<file path="config.mk">
export PLATFORM = sky130hd
export DESIGN_NAME = sysclk_ratio_div
export DESIGN_NICKNAME = d
export VERILOG_FILES = /design/src/rtl/sysdiv_pkg.sv /design/src/rtl/sysdiv_ctrl.sv /design/src/rtl/sysdiv_dom_cnt.sv /design/src/rtl/sysdiv_aux.sv /design/src/rtl/sysclk_ratio_div.sv
export SDC_FILE = /design/constraint.sdc
export NUM_CORES = 1
export LEC_CHECK = 0
export ABC_CLOCK_PERIOD_IN_PS = 3750
export BUFFER_PORTS_ARGS = -buffer_cell sky130_fd_sc_hd__clkbuf_2
export CORE_ASPECT_RATIO = 1.75
export CORE_MARGIN = 2
export CORE_UTILIZATION = 55
export DETAILED_ROUTE_END_ITERATION = 6
export PLACE_DENSITY = 0.8
export SYNTH_ARGS = -nofsm -noshare
export SYNTH_HDL_FRONTEND = slang
export SYNTH_SLANG_ARGS = --single-unit
</file>
<file path="constraint.sdc">
create_clock -name clk -period 3.75 [get_ports clk]
set_clock_uncertainty 0.15 [all_clocks]
set_input_delay 0.75 -clock clk [delete_from_list [all_inputs] [get_ports clk]]
set_output_delay 0.75 -clock clk [all_outputs]
set_load 0.01 [all_outputs]
</file>
<file path="src/rtl/sysdiv_pkg.sv">
package sysdiv_pkg;

    localparam int NUM_DOM   = 4;
    localparam int CODE_W    = 4;
    localparam int NUM_CODES = 10;
    localparam int MAX_RATIO = 32;
    localparam int CNT_W     = $clog2(MAX_RATIO);
    localparam int WORD_W    = 32;
    localparam int FULL_BIT  = 21;
    localparam int CHG_BIT   = 22;
    localparam int CODES_W   = NUM_DOM * CODE_W;

    typedef enum logic [1:0] {
        DOM_CPU = 2'd0,
        DOM_HSP = 2'd1,
        DOM_LSP = 2'd2,
        DOM_MEM = 2'd3
    } dom_e;

    typedef logic [CODE_W-1:0] code_t;
    typedef logic [CNT_W-1:0]  cnt_t;

    typedef struct packed {
        logic                     chg_en;
        logic                     full_rate;
        code_t [NUM_DOM-1:0]      codes;
    } ctrl_t;

    // Terminal count (ratio minus one) for a ratio code, saturating past the table.
    function automatic cnt_t term_of(input code_t c);
        int k;
        int r;
        k = (int'(c) > NUM_CODES - 1) ? NUM_CODES - 1 : int'(c);
        if (k == 0)
            r = 1;
        else if ((k % 2) == 1)
            r = 1 << ((k + 1) / 2);
        else
            r = 3 << (k / 2 - 1);
        return cnt_t'(r - 1);
    endfunction

endpackage

</file>
<file path="src/rtl/sysdiv_ctrl.sv">
module sysdiv_ctrl
    import sysdiv_pkg::*;
(
    input  logic              clk,
    input  logic              rst,
    input  logic              wr_en,
    input  logic [WORD_W-1:0] wr_data,
    output ctrl_t             ctrl_q,
    output logic [WORD_W-1:0] rd_data
);

    logic unused_wr_bits;
    assign unused_wr_bits = ^{wr_data[WORD_W-1:CHG_BIT+1], wr_data[FULL_BIT-1:CODES_W]};

    always_ff @(posedge clk) begin
        if (rst) begin
            ctrl_q <= '0;
        end else if (wr_en) begin
            ctrl_q.chg_en    <= wr_data[CHG_BIT];
            ctrl_q.full_rate <= wr_data[FULL_BIT];
            ctrl_q.codes     <= wr_data[CODES_W-1:0];
        end
    end

    always_comb begin
        rd_data                 = '0;
        rd_data[CODES_W-1:0]    = ctrl_q.codes;
        rd_data[FULL_BIT]       = ctrl_q.full_rate;
        rd_data[CHG_BIT]        = ctrl_q.chg_en;
    end

endmodule

</file>
<file path="src/rtl/sysdiv_dom_cnt.sv">
module sysdiv_dom_cnt
    import sysdiv_pkg::*;
(
    input  logic  clk,
    input  logic  rst,
    input  logic  src_tick,
    input  logic  load,
    input  code_t code_in,
    output logic  at_wrap,
    output logic  stb
);

    cnt_t cnt_q;
    cnt_t term_q;

    assign at_wrap = (cnt_q == term_q);
    assign stb     = src_tick & at_wrap;

    always_ff @(posedge clk) begin
        if (rst) begin
            cnt_q  <= '0;
            term_q <= '0;
        end else begin
            if (src_tick) begin
                if (at_wrap)
                    cnt_q <= '0;
                else
                    cnt_q <= cnt_q + cnt_t'(1);
            end
            if (load)
                term_q <= term_of(code_in);
        end
    end

endmodule

</file>
<file path="src/rtl/sysdiv_aux.sv">
module sysdiv_aux (
    input  logic clk,
    input  logic rst,
    input  logic src_tick,
    input  logic full_rate,
    output logic aux_stb
);

    logic phase_q;

    assign aux_stb = src_tick & (full_rate | phase_q);

    always_ff @(posedge clk) begin
        if (rst)
            phase_q <= 1'b0;
        else if (src_tick)
            phase_q <= ~phase_q;
    end

endmodule

</file>
<file path="src/rtl/sysclk_ratio_div.sv">
module sysclk_ratio_div
    import sysdiv_pkg::*;
(
    input  logic              clk,
    input  logic              rst,
    input  logic              wr_en,
    input  logic [WORD_W-1:0] wr_data,
    output logic [WORD_W-1:0] rd_data,
    input  logic              pll_bypass,
    input  logic              pll_tick,
    input  logic              ref_tick,
    output logic [NUM_DOM-1:0] dom_stb,
    output logic              aux_stb,
    output logic              aux_full
);

    ctrl_t              ctrl_q;
    logic               src_tick;
    logic [NUM_DOM-1:0] wrap_vec;
    logic               all_wrap;
    logic               load_codes;

    assign src_tick   = pll_bypass ? ref_tick : pll_tick;
    assign all_wrap   = src_tick & (&wrap_vec);
    assign load_codes = all_wrap & ctrl_q.chg_en;
    assign aux_full   = ctrl_q.full_rate;

    sysdiv_ctrl u_ctrl (
        .clk     (clk),
        .rst     (rst),
        .wr_en   (wr_en),
        .wr_data (wr_data),
        .ctrl_q  (ctrl_q),
        .rd_data (rd_data)
    );

    for (genvar d = 0; d < NUM_DOM; d++) begin : g_dom
        sysdiv_dom_cnt u_cnt (
            .clk      (clk),
            .rst      (rst),
            .src_tick (src_tick),
            .load     (load_codes),
            .code_in  (ctrl_q.codes[d]),
            .at_wrap  (wrap_vec[d]),
            .stb      (dom_stb[d])
        );
    end

    sysdiv_aux u_aux (
        .clk       (clk),
        .rst       (rst),
        .src_tick  (src_tick),
        .full_rate (ctrl_q.full_rate),
        .aux_stb   (aux_stb)
    );

endmodule

</file>
**Word-level counts from Yosys, hierarchy flattened**

Index checks and enable logic that the tools add are counted.

- Input port bits: 38
- Flip-flop bits (word level): 59
- Word-level logic and storage cells: 106

- Equality and inequality tests: 8
- Magnitude comparators: 4
- Add/subtract/negate cells: 24
- Reduce and logical (&&, ||, !) cells: 5
- Shift operators: 8
- Bitwise logic cells: 17
- Multiplexer cells: 25

Operator list:

| kind | count |
|---|---|
| 32-bit by 1-bit adder with 32-bit output | 4 |
| 32-bit by 2-bit adder with 32-bit output (second input constant) | 4 |
| 32-bit zero test | 4 |
| 1-bit by 32-bit << shifter with 5-bit output (first input constant) | 4 |
| 2-bit by 32-bit << shifter with 5-bit output (first input constant) | 4 |
| 32-bit by 2-bit subtractor with 32-bit output (second input constant) | 4 |
| 5-bit 2-to-1 mux | 20 |
| 5-bit by 1-bit adder with 5-bit output (second input constant) | 4 |
| 5-bit == test | 4 |
| 5-bit by 2-bit subtractor with 5-bit output (second input constant) | 4 |
| 3-bit by 1-bit adder with 4-bit output | 4 |
| 4-bit greater-than comparator (second input constant) | 4 |
| 4-bit 2-to-1 mux | 4 |
| 1-bit bitwise AND | 11 |
| 2-bit == test (second input constant) | 4 |
| 1-bit bitwise AND (first input constant) | 4 |
| 4-bit AND reduction | 1 |
| 1-bit 2-to-1 mux | 1 |
| 1-bit inverter | 1 |
| 1-bit bitwise OR | 1 |

**Logic depth before layout (Yosys ltp)**

- Depth in word-level cells: 11
- Mapped depth: 16
- Depth with buffers taken out: 15

**Cells and area by module**

A second synthesis with hierarchy kept.

- Cells, all modules: 627
- Area, all modules: 5335.1 µm²

Modules (own cells, without submodules):

| module | instances | area each (µm²) | cells each |
|---|---|---|---|
| sysdiv_dom_cnt at g_dom[1].u_cnt ... | 3 | 1116.1 | 135 |
| sysdiv_dom_cnt at g_dom[0].u_cnt | 1 | 1023.5 | 124 |
| sysdiv_ctrl | 1 | 893.4 | 91 |
| sysdiv_aux | 1 | 40.0 | 4 |
| sysclk_ratio_div | 1 | 30.0 | 3 |

**Least setup slack after synthesis**

Ideal clock, no wire load.

- Path type: flip-flop to flip-flop
- Start point: register, netlist name u_ctrl.ctrl_q[14]
- End point: register g_dom[3].u_cnt.term_q[4]
- Stages on the path, launching flop included: 16
- Data arrival time: 2.882 ns
- Slack: 0.633 ns
- Period minus slack after synthesis: 3.117 ns
- Setup time: 0.086 ns
- Cells stage by stage: dfxtp_1 > clkbuf_1 > o21a_1 > nor2_1 > inv_1 > ha_1 > clkbuf_1 > or3_1 > a221oi_1 > mux2i_1 > ha_1 > nand3_1 > nor2_1 > a22oi_1 > xor2_1 > a211oi_1

- Cells in the longest elaborated chain, start to end: 11
- Elaborated cells between the ends (all ways): 17
- Classes of those cells: add/sub: 5; order compare: 1; eq/ne: 1; shift: 2; mux: 5; bitwise: 2; reduce/logical: 1

Ends and longest elaborated chain:

| item | line | RTL |
|---|---|---|
| 4-bit greater-than comparator | sysdiv_pkg.sv:33 | `k = (int'(c) > NUM_CODES - 1) ? NUM_CODES - 1 : int'(c);` |
| 4-bit 2-to-1 mux * | sysdiv_pkg.sv:33 |  |
| 32-bit by 2-bit adder with 32-bit output or 1-bit bitwise AND (tied branches) | n/a |  |
| 1-bit bitwise AND (no source line) or 3-bit by 1-bit adder with 4-bit output (tied branches) | n/a |  |
| 32-bit by 1-bit adder with 32-bit output (no source line) or 32-bit by 2-bit subtractor with 32-bit output (tied branches) | n/a |  |
| 1-bit by 32-bit << shifter with 5-bit output or 2-bit by 32-bit << shifter with 5-bit output (tied branches) | sysdiv_pkg.sv:37, sysdiv_pkg.sv:39 |  |
| 5-bit 2-to-1 mux | sysdiv_pkg.sv:36 | `else if ((k % 2) == 1)` |
| 5-bit 2-to-1 mux * | sysdiv_pkg.sv:34 | `if (k == 0)` |
| 5-bit 2-to-1 mux * | sysdiv_dom_cnt.sv:30 | `if (load)` |
| 5-bit 2-to-1 mux * | sysdiv_dom_cnt.sv:20 | `if (rst) begin` |
| 5-bit by 2-bit subtractor with 5-bit output * | sysdiv_pkg.sv:40 | `return cnt_t'(r - 1);` |
| end signal, assigned | sysdiv_dom_cnt.sv:31 | `term_q <= term_of(code_in);` |
| end, declared | sysdiv_dom_cnt.sv:14 | `cnt_t term_q;` |

Every way passes the cells marked *; elsewhere a longest branch is shown, timed or not. The select of a mux whose other input is x is not followed.
A chain may end at the register's enable or synchronous reset.

**Worst setup path in the final report**

- Start point: register, netlist name u_ctrl.ctrl_q[2]
- End point: register g_dom[0].u_cnt.term_q[4]

- Cells in the longest elaborated chain, start to end: 11
- Elaborated cells between the ends (all ways): 17
- Classes of those cells: add/sub: 5; order compare: 1; eq/ne: 1; shift: 2; mux: 5; bitwise: 2; reduce/logical: 1

Ends and longest elaborated chain:

| item | line |
|---|---|
| 4-bit greater-than comparator | sysdiv_pkg.sv:33 |
| 4-bit 2-to-1 mux * | sysdiv_pkg.sv:33 |
| 32-bit by 2-bit adder with 32-bit output or 1-bit bitwise AND (tied branches) | n/a |
| 1-bit bitwise AND (no source line) or 3-bit by 1-bit adder with 4-bit output (tied branches) | n/a |
| 32-bit by 1-bit adder with 32-bit output (no source line) or 32-bit by 2-bit subtractor with 32-bit output (tied branches) | n/a |
| 1-bit by 32-bit << shifter with 5-bit output or 2-bit by 32-bit << shifter with 5-bit output (tied branches) | sysdiv_pkg.sv:37, sysdiv_pkg.sv:39 |
| 5-bit 2-to-1 mux | sysdiv_pkg.sv:36 |
| 5-bit 2-to-1 mux * | sysdiv_pkg.sv:34 |
| 5-bit 2-to-1 mux * | sysdiv_dom_cnt.sv:30 |
| 5-bit 2-to-1 mux * | sysdiv_dom_cnt.sv:20 |
| 5-bit by 2-bit subtractor with 5-bit output * | sysdiv_pkg.sv:40 |
| end signal, assigned | sysdiv_dom_cnt.sv:31 |
| end, declared | sysdiv_dom_cnt.sv:14 |

Marks and branches as above.

==> metrics <==
run status finished clean; Slowest Stage Delay on Critical Path 0.67 ns; crit end category register; CTS root buf clkbuf_16; synthesized cell area 4392 sq um; Sequential Power Share 35.3%; Final nets 631; Post-Syn Area per Cell 8.209 sq um; Critical Path AT 3.45 ns; gr usage total 23.05%; initial core utilization 55.91%; Critical Path Source Type register; largest net degree at the start of global routing 47; Max VDD drop 300.0 uV; fin util 61.76%; CTS Sinks 59; # setup viols final 0; antenna viol nets, final 0; Pint 1.441 mW; Die Ht 122.2 um; final hold vios 0; number of enable flip-flop cells after synthesis 0; Post-Route M1 WL 3.942 mm; global-route wire length before repair 16.26 mm; P&R area growth vs syn 10.46%; drt first pass iters 4; RSZ-0062 raised after global routing false; Skew-Pair Late Insertion Delay 0.33 ns; Cells after DPL 641; Tcrit/Tclk final 90.79%; CP bufs+invs 1; # rows 43; DRC viols 0; Clock transition at path regs 0.05 ns; ANT cells 0; delay-heaviest family, CP compound AO/OA/AOI/OAI gates; critical path class reg2reg; fraction of registers with async set/reset 0%; Final min period 3.405 ns; Clk pwr share 42.2%; Non-Filler Instances 657; Max Root-Sink Buffers 2; crit-path max FO 16; DR iter-0 viols 279; Core Area 7855 sq um; post-synthesis sequential area ratio 26.89%; DR vias/cell 5.826; Gate power share 22.4%; number of max-cap violations 0; Die Wd 71.55 um; met3 wire len 352 um; Max Slew Vio Count 0; met2 wire len 5.025 mm; total grt overflow 0; fmax 293.7 MHz; Worst EP required 3.80 ns; max_slew headroom 38.73%; CTS tree built; highest metal used met4; initial antenna violation count 0; HP Class reg2reg; Netlist cell types 69; pwr dens 419.2 nW/um^2; post_cts resized 0; Worst path slowest cell dfxtp_1; total wire length after detailed routing 9.607 mm; critical path, cell by cell o21ai_0, nor2b_1, inv_1, ha_1, xor2_1, nor3_1, a21oi_1, o21ai_0, o21ai_0, ha_1, o21a_1, o31ai_1, a211oi_1, xnor2_1, o22ai_1; H-tree depth 3; Net Sw Frac 29.12%; routed wire length per instance 14.62 um; # IOs 76; Leak 2.144 nW; Final Cell Area 4851 sq um; NetSw 592.0 uW; Die Area 8744 sq um; CTS buffer count 9; Worst path most repeated cell o21ai_0; Syn Inst Count 535; register bit count reported by yosys 59; post-layout power 2.033 mW; postcts setup bufs 0; worst slew pin tran 0.9190 ns; setup_tns 0 ns; gpl congestion 0.9249; dpl hpwl 6.939 mm; CTS Hold Bufs 0; area post-placement 4542 sq um; ratio of cells with drive above 1 in the final layout 15.17%; Ys Warns 0; I/O Buffers 47; prevailing post-synth register cell dfxtp_1; DR vias 3828; vias in the first global route 3704
[cells in the final DEF (no fill, tap or decap), types with 13 or more instances in the layout]
cell type | synthesis | layout
nand4_1 | 15 | 15
dfxtp_1 | 59 | 59
clkbuf_2 | 1 | 47
nand2b_1 | 13 | 13
nand2_1 | 26 | 26
xnor2_1 | 21 | 21
xor2_1 | 31 | 31
mux2i_1 | 25 | 25
a21oi_1 | 20 | 20
nor2_1 | 71 | 71
conb_1 | 1 | 14
ha_1 | 31 | 31
inv_1 | 23 | 23
[cells by family (layout without fill, tap and decap cells)]
logic type,after synthesis,count (layout),share of synthesized area [%]
simple gates,200,200,24.13
xor+xnor,52,52,10.37
flops,59,59,26.89
other cells,1,14,0.08539
fa+ha+maj,31,31,8.832
buf+inv,73,92,8.604
mux,26,26,5.954
compound gates,93,93,15.13
[flip-flops by register name (all words and copies together) (netlist names)]
name                flops
g_dom.u_cnt.cnt_q      20
g_dom.u_cnt.term_q     20
u_ctrl.ctrl_q          18
u_aux.phase_q           1
[power groups by stage]
stage	Sequential, mW	Combinational (mW)	Clock, mW
after global routing	0.723	0.513	0.906
after CTS	0.717	0.457	0.869
final	0.718	0.456	0.859
after global placement	0.727	0.436	0
after detailed placement	0.729	0.452	0
after floorplan	0.708	0.385	0
[worst paths after layout]
kind / from / endpoint / slack, ns / cells after the start
hold reg to reg: g_dom[0].u_cnt.term_q[4] / g_dom[0].u_cnt.term_q[4] / 0.35 / 2
setup reg to reg: u_ctrl.ctrl_q[2] / g_dom[0].u_cnt.term_q[4] / 0.35 / 15
setup / recovery: u_ctrl.ctrl_q[2] / g_dom[0].u_cnt.term_q[4] / 0.35 / 15
hold / removal: g_dom[0].u_cnt.term_q[4] / g_dom[0].u_cnt.term_q[4] / 0.35 / 2
[tightest hold or removal path: stages (launching register included)]
cell and delay (ns):
dfxtp_1 0.31, nand2b_1 0.07, o22ai_1 0.07
[cell usage after synthesis, types with 8 or more instances]
cell      number  area share [%]
nand4_1       15             2.1
o21ai_0       12             1.4
dfxtp_1       59              27
buf_4         22             3.8
xnor2_1       21             4.2
ha_1          31             8.8
clkbuf_1      12             1.0
or2_2          8             1.1
mux2i_1       25             5.7
buf_2         10             1.1
nor3_1        12             1.4
a21oi_1       20             2.3
nand2b_1      13             1.9
nor2_1        71             6.1
xor2_1        31             6.2
inv_1         23             2.0
nand2_1       26             2.2
a211oi_1      12             2.1
[area by class of cell]
cell class | count | area, sq um
fill | 698 | 3004
sequential | 59 | 1181
tap | 90 | 112.6
clock inverter | 6 | 80.08
multi-input combinational | 416 | 2882
inverter | 23 | 86.33
timing repair buffer | 53 | 280.3
clock buffer | 10 | 229.0
[per-stage QoR]
stage          hold WS, ns  worst slack [ns]
5_1_grt             0.3772          0.001827
4_1_cts             0.3576            0.3939
2_1_floorplan       0.3208            0.6328
3_5_place_dp        0.3500            0.4121
6_report            0.3531            0.3453
3_3_place_gp        0.3386            0.5429
[per-layer routing]
metal	vias to the layer above	global-route usage (%)
met5	-	0
met4	0	11.79
met3	33	4.516
met2	93	40.97
met1	1788	25.55
li1	1914	-
Power figures use the tool's default switching activity.
